--- src/rtl/ebdma_pkg.sv ---
package ebdma_pkg;
    localparam int CTRL_W = 4;
    localparam logic [1:0] DIR_RX = 2'b01;

    typedef enum logic [1:0] {
        ST_IDLE  = 2'd0,
        ST_CAPT  = 2'd1,
        ST_MEMWR = 2'd2,
        ST_CHECK = 2'd3
    } seq_state_e;

    typedef enum logic [1:0] {
        RA_CTRL = 2'd0,
        RA_ADDR = 2'd1,
        RA_END  = 2'd2,
        RA_STAT = 2'd3
    } reg_addr_e;

    typedef struct packed {
        logic       en;
        logic       burst;
        logic [1:0] dir;
    } ctrl_t;

    function automatic logic rx_burst_ok(ctrl_t c);
        return c.en && c.burst && (c.dir == DIR_RX);
    endfunction
endpackage

--- src/rtl/ebdma_sync_rise.sv ---
module ebdma_sync_rise #(
    parameter int STAGES = 2
) (
    input  logic clk,
    input  logic rst,
    input  logic async_in,
    output logic rise
);
    logic [STAGES:0] sh;

    always_ff @(posedge clk) begin
        if (rst) sh <= '0;
        else     sh <= {sh[STAGES-1:0], async_in};
    end

    assign rise = sh[STAGES-1] & ~sh[STAGES];

    // a detected edge lasts exactly one cycle
    p_rise_single_r7: assert property (@(posedge clk) disable iff (rst)
        rise |=> !rise);
endmodule

--- src/rtl/ebdma_regs.sv ---
module ebdma_regs
    import ebdma_pkg::*;
#(
    parameter int ADDR_W = 16
) (
    input  logic              clk,
    input  logic              rst,
    input  logic              reg_we,
    input  logic [1:0]        reg_addr,
    input  logic [ADDR_W-1:0] reg_wdata,
    input  logic              cnt_inc,
    input  logic              en_clr,
    input  logic              irq_set,
    input  logic              ovr_set,
    output ctrl_t             ctrl,
    output logic [ADDR_W-1:0] cnt,
    output logic              at_end,
    output logic              irq,
    output logic              ovr
);
    logic [ADDR_W-1:0] end_addr;
    reg_addr_e         sel;

    assign sel = reg_addr_e'(reg_addr);

    always_ff @(posedge clk) begin
        if (rst) begin
            ctrl     <= '0;
            cnt      <= '0;
            end_addr <= '0;
            irq      <= 1'b0;
            ovr      <= 1'b0;
        end else begin
            if (reg_we) begin
                case (sel)
                    RA_CTRL: ctrl     <= ctrl_t'(reg_wdata[CTRL_W-1:0]);
                    RA_ADDR: cnt      <= reg_wdata;
                    RA_END:  end_addr <= reg_wdata;
                    RA_STAT: begin
                        if (reg_wdata[0]) irq <= 1'b0;
                        if (reg_wdata[1]) ovr <= 1'b0;
                    end
                    default: ;
                endcase
            end
            if (cnt_inc) cnt     <= cnt + 1'b1;
            if (en_clr)  ctrl.en <= 1'b0;
            if (irq_set) irq     <= 1'b1;
            if (ovr_set) ovr     <= 1'b1;
        end
    end

    assign at_end = (cnt == end_addr);

    // overrun flag stays until software clears it
    p_ovr_sticky_r9: assert property (@(posedge clk) disable iff (rst)
        ovr && !(reg_we && sel == RA_STAT && reg_wdata[1]) |=> ovr);

    // hardware step advances the counter by one
    p_cnt_step_r5: assert property (@(posedge clk) disable iff (rst)
        cnt_inc && !reg_we |=> cnt == ADDR_W'($past(cnt) + 1'b1));
endmodule

--- src/rtl/ebdma_seq.sv ---
module ebdma_seq
    import ebdma_pkg::*;
#(
    parameter int DATA_W = 8
) (
    input  logic              clk,
    input  logic              rst,
    input  logic              active,
    input  logic              wr_hit,
    input  logic              tc_rise,
    input  logic              at_end,
    input  logic              mem_ack,
    input  logic [DATA_W-1:0] data_in,
    output logic              mem_we,
    output logic [DATA_W-1:0] mem_wdata,
    output logic              cnt_inc,
    output logic              done_set,
    output logic              en_clr,
    output logic              ovr_set,
    output logic              tc_pend
);
    seq_state_e        state;
    logic [DATA_W-1:0] rx_buf;
    logic              stop_now;

    always_ff @(posedge clk) begin
        if (rst) begin
            state   <= ST_IDLE;
            rx_buf  <= '0;
            tc_pend <= 1'b0;
        end else begin
            case (state)
                ST_IDLE: if (wr_hit && active) begin
                    rx_buf <= data_in;
                    state  <= ST_CAPT;
                end
                ST_CAPT:  state <= ST_MEMWR;
                ST_MEMWR: if (mem_ack) state <= ST_CHECK;
                default:  state <= ST_IDLE;
            endcase
            if (state == ST_CHECK)
                tc_pend <= 1'b0;
            else if (tc_rise && state != ST_IDLE)
                tc_pend <= 1'b1;
        end
    end

    assign stop_now  = tc_pend || tc_rise;
    assign mem_we    = (state == ST_MEMWR);
    assign mem_wdata = rx_buf;
    assign done_set  = (state == ST_CHECK) && at_end;
    assign cnt_inc   = (state == ST_CHECK) && !at_end && !stop_now;
    assign en_clr    = done_set || ((state == ST_CHECK) && stop_now)
                     || ((state == ST_IDLE) && tc_rise && active);
    assign ovr_set   = wr_hit && (state != ST_IDLE);

    // buffered byte holds while the memory stalls
    p_data_hold_r5: assert property (@(posedge clk) disable iff (rst)
        mem_we && !mem_ack |=> mem_we && $stable(mem_wdata));
endmodule

--- src/rtl/ebdma_rx_chan.sv ---
module ebdma_rx_chan
    import ebdma_pkg::*;
#(
    parameter int ADDR_W      = 16,
    parameter int DATA_W      = 8,
    parameter int SYNC_STAGES = 2
) (
    input  logic              clk,
    input  logic              rst,
    input  logic              reg_we,
    input  logic [1:0]        reg_addr,
    input  logic [ADDR_W-1:0] reg_wdata,
    input  logic              ext_cs,
    input  logic              ext_dack_n,
    input  logic              ext_wr,
    input  logic              ext_tc,
    input  logic [DATA_W-1:0] ext_data,
    output logic              ext_dreq,
    output logic              mem_we,
    output logic [ADDR_W-1:0] mem_addr,
    output logic [DATA_W-1:0] mem_wdata,
    input  logic              mem_ack,
    output logic              irq,
    output logic              ovr
);
    ctrl_t ctrl;
    logic  wr_rise, tc_rise, wr_hit, active, at_end;
    logic  cnt_inc, done_set, en_clr, ovr_set, tc_pend;

    ebdma_sync_rise #(.STAGES(SYNC_STAGES)) i_wr_sync (
        .clk(clk), .rst(rst), .async_in(ext_wr), .rise(wr_rise));

    ebdma_sync_rise #(.STAGES(SYNC_STAGES)) i_tc_sync (
        .clk(clk), .rst(rst), .async_in(ext_tc), .rise(tc_rise));

    ebdma_regs #(.ADDR_W(ADDR_W)) i_regs (
        .clk(clk), .rst(rst), .reg_we(reg_we), .reg_addr(reg_addr),
        .reg_wdata(reg_wdata), .cnt_inc(cnt_inc), .en_clr(en_clr),
        .irq_set(done_set), .ovr_set(ovr_set), .ctrl(ctrl),
        .cnt(mem_addr), .at_end(at_end), .irq(irq), .ovr(ovr));

    assign active = rx_burst_ok(ctrl);
    assign wr_hit = wr_rise && ext_cs && !ext_dack_n;

    ebdma_seq #(.DATA_W(DATA_W)) i_seq (
        .clk(clk), .rst(rst), .active(active), .wr_hit(wr_hit),
        .tc_rise(tc_rise), .at_end(at_end), .mem_ack(mem_ack),
        .data_in(ext_data), .mem_we(mem_we), .mem_wdata(mem_wdata),
        .cnt_inc(cnt_inc), .done_set(done_set), .en_clr(en_clr),
        .ovr_set(ovr_set), .tc_pend(tc_pend));

    assign ext_dreq = active && !tc_pend;

    // address holds while the memory stalls
    p_addr_hold_r5: assert property (@(posedge clk) disable iff (rst)
        mem_we && !mem_ack && !reg_we |=> $stable(mem_addr));

    // completion follows an acknowledged write two edges earlier
    p_irq_after_write_r6: assert property (@(posedge clk) disable iff (rst)
        $rose(irq) |-> $past(mem_we && mem_ack, 2));

    // request is withdrawn once completion is flagged
    p_quiet_after_done_r6: assert property (@(posedge clk) disable iff (rst)
        $rose(irq) |-> !ext_dreq);
endmodule

--- config.mk ---
export PLATFORM = sky130hd
export DESIGN_NAME = ebdma_rx_chan
export DESIGN_NICKNAME = d
export VERILOG_FILES = /design/src/rtl/ebdma_pkg.sv /design/src/rtl/ebdma_sync_rise.sv /design/src/rtl/ebdma_regs.sv /design/src/rtl/ebdma_seq.sv /design/src/rtl/ebdma_rx_chan.sv
export SDC_FILE = /design/constraint.sdc
export NUM_CORES = 1
export LEC_CHECK = 0
export CORE_MARGIN = 2
export CORE_UTILIZATION = 30
export CTS_BUF_LIST = sky130_fd_sc_hd__clkbuf_4 sky130_fd_sc_hd__clkbuf_8
export CTS_CLUSTER_DIAMETER = 50
export DETAILED_ROUTE_END_ITERATION = 12
export PLACE_DENSITY_LB_ADDON = 0.05
export SLEW_MARGIN = 15
export SYNTH_ARGS = -nofsm -noshare
export SYNTH_HDL_FRONTEND = slang
export SYNTH_SLANG_ARGS = --single-unit
--- constraint.sdc ---
create_clock -name clk -period 2 [get_ports clk]
set_input_delay 0.3 -clock clk [delete_from_list [all_inputs] [get_ports clk]]
set_output_delay 0.3 -clock clk [all_outputs]
set_load 0.02 [all_outputs]
# --- Yosys cells after proc, flatten, opt, wreduce, memory -nomap -nowiden ---
# Index checks and enable logic that the tools add are counted.
word_totals:
  regBits: 55
op_classes:
  addsub: 1
  n_eq_ne: 10
  n_mux: 14
  n_bitwise: 4
  n_reduce_logical: 41
op_table:
  columns: ["op", "n"]
  rows:
  - ["16-bit two-way mux", 3]
  - ["2-bit nonzero test", 9]
  - ["16-bit by 1-bit adder with 16-bit output (second input constant)", 1]
  - ["16-bit equality test", 1]
  - ["1-bit logical AND", 14]
  - ["2-bit AND reduction", 5]
  - ["2-bit equality test (second input constant)", 4]
  - ["1-bit two-way mux", 8]
  - ["2-bit by 1-bit equality test with 1-bit output (second input constant)", 3]
  - ["2-bit case mux with 3 select lines", 1]
  - ["3-bit AND reduction", 2]
  - ["1-bit logical NOT", 4]
  - ["2-bit logical NOT", 2]
  - ["2-bit two-way mux", 2]
  - ["2-bit by 1-bit != test with 1-bit output (second input constant)", 2]
  - ["2-bit OR reduction", 2]
  - ["1-bit logical OR", 3]
  - ["1-bit AND", 2]
  - ["1-bit inverter", 2]

# --- Logic depth before layout (Yosys ltp) ---
logic_depth:
  ltp_word: 7
  depth_mapped: 9

# --- Cells and area by module ---
# A second synthesis with hierarchy kept.
unflattened:
  hier_cells: 303
  area_unflattened_um2: 2637.5
modules_own_cells:
  columns: ["module", "instances", "cells_each", "area_per_inst_um2", "seq_area_each_um2"]
  rows:
  - ["ebdma_regs", 1, 232, 1919.3, 760.7]
  - ["ebdma_seq", 1, 53, 516.7, 220.2]
  - ["ebdma_sync_rise", 2, 7, 87.6, 60.1]
  - ["ebdma_rx_chan", 1, 4, 26.3, 0.0]

# --- Least setup slack after synthesis ---
# Ideal clock, no wire load.
synth_path:
  kind: "reg-to-reg"
  from: "reg i_regs.cnt[10]"
  to: "reg i_regs.cnt[4]"
  arrival_ns: 1.872
  path_slack_ns: 0.008
  path_stages_with_launch: 9
  period_less_slack_ns: 1.992
  path_cell_list: "dfxtp_1 > buf_6 > xnor2_1 > nand4_1 > nor4_4 > or2_4 > buf_8 > nor3_1 > o31a_1"
synth_via:
  elab_chain_len: 6
synth_lines:
  columns: ["element", "line", "text"]
  rows:
  - ["from (decl)", "ebdma_regs.sv:16", "output logic [ADDR_W-1:0] cnt,"]
  - ["from (signal assigned)", "ebdma_regs.sv:37", "RA_ADDR: cnt <= reg_wdata;"]
  - ["from (signal assigned)", "ebdma_regs.sv:46", "if (cnt_inc) cnt <= cnt + 1'b1;"]
  - ["16-bit equality test (*)", "ebdma_regs.sv:53", "assign at_end = (cnt == end_addr);"]
  - ["1-bit logical NOT (*)", "ebdma_seq.sv:52", "assign cnt_inc = (state == ST_CHECK) && !at_end && !stop_now;"]
  - ["1-bit logical AND (*) (2 in a row)", "ebdma_seq.sv:52", null]
  - ["2-bit nonzero test (no line)", null, null]
  - ["2-bit AND reduction (no line)", null, null]
# Every way passes the cells marked *; elsewhere a longest branch is shown, timed or not.
# A chain may end at the register's enable or synchronous reset.

# --- Worst setup path after layout ---
layout_path:
  from: "reg i_regs.end_addr[10]"
  to: "reg i_regs.cnt[7]"
layout_via:
  elab_chain_len: 6
layout_lines:
  columns: ["element", "line", "text"]
  rows:
  - ["from (decl)", "ebdma_regs.sv:21", "logic [ADDR_W-1:0] end_addr;"]
  - ["from (signal assigned)", "ebdma_regs.sv:38", "RA_END: end_addr <= reg_wdata;"]
  - ["16-bit equality test (*)", "ebdma_regs.sv:53", null]
  - ["1-bit logical NOT (*)", "ebdma_seq.sv:52", null]
  - ["1-bit logical AND (*) (2 in a row)", "ebdma_seq.sv:52", null]
  - ["2-bit nonzero test (no line)", null, null]
  - ["2-bit AND reduction (no line)", null, null]
# Marked as above.

==> out/qor.yml <==
worst_setup_path:
  arrival_ps: 2090
  critPathMaxFanout: 15
  worstSetupStartpointType: "register"
  reg2reg_from: "i_regs.end_addr[10]"
  crit_path_end_kind: "register"
  r2r_cells: 8
  reg2reg_setup_slack_ps: 120
  worst_ep_required_time_ps: 2210
  crit_type: "register to register"
  startpoint: "i_regs.end_addr[10]"
logic_synthesis:
  synth_top_area_frac: 0.4004
  ys_types: 44
  avgSynthCellArea_um2: 8.462
  ys_ff_latch: 55
  yosysSeqAreaShare: 0.4004
  yosysWarnings: 0
  syn_inst: 325
  netlist_area_mm2: 0.002750
  ys_top_cells_by_area: "dfxtp_1, nand2_1, xnor2_1"
  synth_nets: 363
  yosysTopAreaCell: "dfxtp_1"
die:
  io_pins: 62
  dieArea_mm2: 0.009949
  die_h_um: 99.75
  die_width_um: 99.75
  start_util: 0.3123
  row_count: 34
  core_area_mm2: 0.008806
detailed_routing:
  wire_per_inst_um: 14.64
  routed_wl_mm: 7.567
  first_pass_iters: 4
  drc: 0
  drt_iter0_drc: 120
  ant_nets: 0
  via_per_inst: 4.857
  num_vias: 2511
layout:
  final_area_mm2: 0.003700
  insertedDiodeCount: 0
  final_common_cell: "clkdlybuf4s50_1"
  register_area_mm2: 0.001105
  final_cell_mix: "clkdlybuf4s50_1, nand2_1, dfxtp_1"
  area_growth_pct: 34.53
  nets: 446
  fin_cells: 517
  multiInputGateArea_mm2: 0.001438
  layout-drive-gt1-share: 0.1394
  n_fill_cell: 935
timing:
  max_freq_mhz: 531.4
  relSlewSlack: 0.7070
  min_period_ps: 1882
  fin_crit_sh: 0.9409
  worst_slew_pin_slew_ps: 439.5
  hold_viol_final: 0
  fin_hold_ws_ps: 393.7
  clock_skew_ps: 3.840
  worst_slack_ps: 118.1
  setup-violations-final: 0
  maxSlewViolCount: 0
  tns_ps: 0
job:
  maxCapViolCount: 0
hold_path:
  hold_start: "rst"
  hp-class: "input port to register"
  min_path_cells: 2
power_and_ir_drop:
  cellLeakagePower_nw: 1.391
  cellPowerDensity_mw_per_mm2: 586.1
  peakVddDrop_v: 0.0002390
cts:
  numCtsBuffers: 5
  cts_buffer_depth: 2
  clock_latency_ps: 310
  cts.htree.levels: 2
  path_clk_slew_ps: 100
  cts.sinks: 55
  cts_root_buffer: "clkbuf_8"
  cts_tree: "yes"
place:
  dp_cells: 508
  dpl_worst_slack_ps: 47.60
  gp_congestion: 0.7803
  postPlaceCellArea_mm2: 0.003587
  port_buffers: 61
  hpwl_mm: 5.689
global_routing:
  antenna_found_initial: 0
  gr-total-overflow: 0
  grt_max_degree: 26
  grt_pass1_vias: 2470
  grt_pass1_wl_mm: 12.54
  gr-usage-all-layers: 0.1591
outcome:
  outcome: "finished clean"
-- registers in the layout (all words and copies together), names as in the netlist --
register,cells
i_regs.cnt,16
i_regs.end_addr,16
i_seq.mem_wdata,8
i_regs.ctrl,4
i_tc_sync.sh,3
i_wr_sync.sh,3
i_seq.state,2
i_regs.irq,1
i_regs.ovr,1
i_seq.tc_pend,1
-- cell families after synthesis --
family,count (synthesis),share of synthesized area
AND/OR/NAND/NOR,153,0.2766
flip-flops,55,0.4004
AO/OA/AOI/OAI,48,0.1060
buffers and inverters,30,0.08053
XOR/XNOR,20,0.06369
multiplexers,15,0.05459
adder cells (fa/ha/maj),4,0.01820
-- through the flow --
step / utilization / power (mW)
floorplan: - / 1.375
global route: 0.4201 / 2.287
global placement: 0.4074 / 1.552
CTS: 0.4174 / 2.206
detailed placement: 0.4074 / 1.554
finish: 0.4201 / 2.168
-- path summary, 6_finish.rpt --
kind / end
setup reg to reg: i_regs.cnt[7]
hold reg to reg: i_tc_sync.sh[1]
hold / removal: i_regs.end_addr[5]
setup / recovery: i_regs.cnt[7]
-- layout make-up --
type	count	share of cell area
inverter	10	0.01015
clock buffer	7	0.02266
tap	108	0.03652
timing repair buffer	96	0.2421
clock inverter	1	0.001353
multi-input combinational	240	0.3886
sequential	55	0.2986
-- report_power, final --
part	total, mW	switching (mW)	leakage [nW]	internal [mW]
logic	0.369	0.183	0.894	0.187
registers	1.16	0.0239	0.448	1.13
clock network	0.642	0.367	0.0491	0.275
-- cell usage after synthesis, drive strengths merged --
library cell  number
nor2              31
inv               10
ha                 4
or3                3
nand4             14
buf                7
clkbuf            13
nand4b             1
o21ai              9
nand4bb            1
and4               1
o31a               1
a221oi             1
xor2               2
nand2             55
xnor2             18
and2               2
nor2b              9
nand3             15
or4                3
o311ai             3
a311oi             4
a21oi             21
or2                3
and3               1
nor4               3
mux2i             15
and4b              1
o211ai             1
nor3b              1
nor3               9
a31oi              7
o32a               1
dfxtp             55
-- critical path: stages, from the launching register on --
cell and delay [ps]:
dfxtp_1 330, xnor2_1 120, buf_4 130, nand4_1 130, nor4_4 60, or2_4 280
buf_12 160, or4_1 460, o311ai_0 110
-- routing by layer --
| layer | GRT usage | part of all wire |
|---|---|---|
| met1 | 0.2028 | 0.45 |
| met2 | 0.2770 | 0.50 |
| met3 | 0.03162 | 0.038 |
| met4 | 0.03688 | 0.0095 |
| met5 | 0 | 0 |
-- timing repair --
item,CTS,global route
endpoints found under the setup margin,0,14
hold buffers,0,0
setup buffers,0,1
resized for setup,0,7
Power figures use the tool's default switching activity.
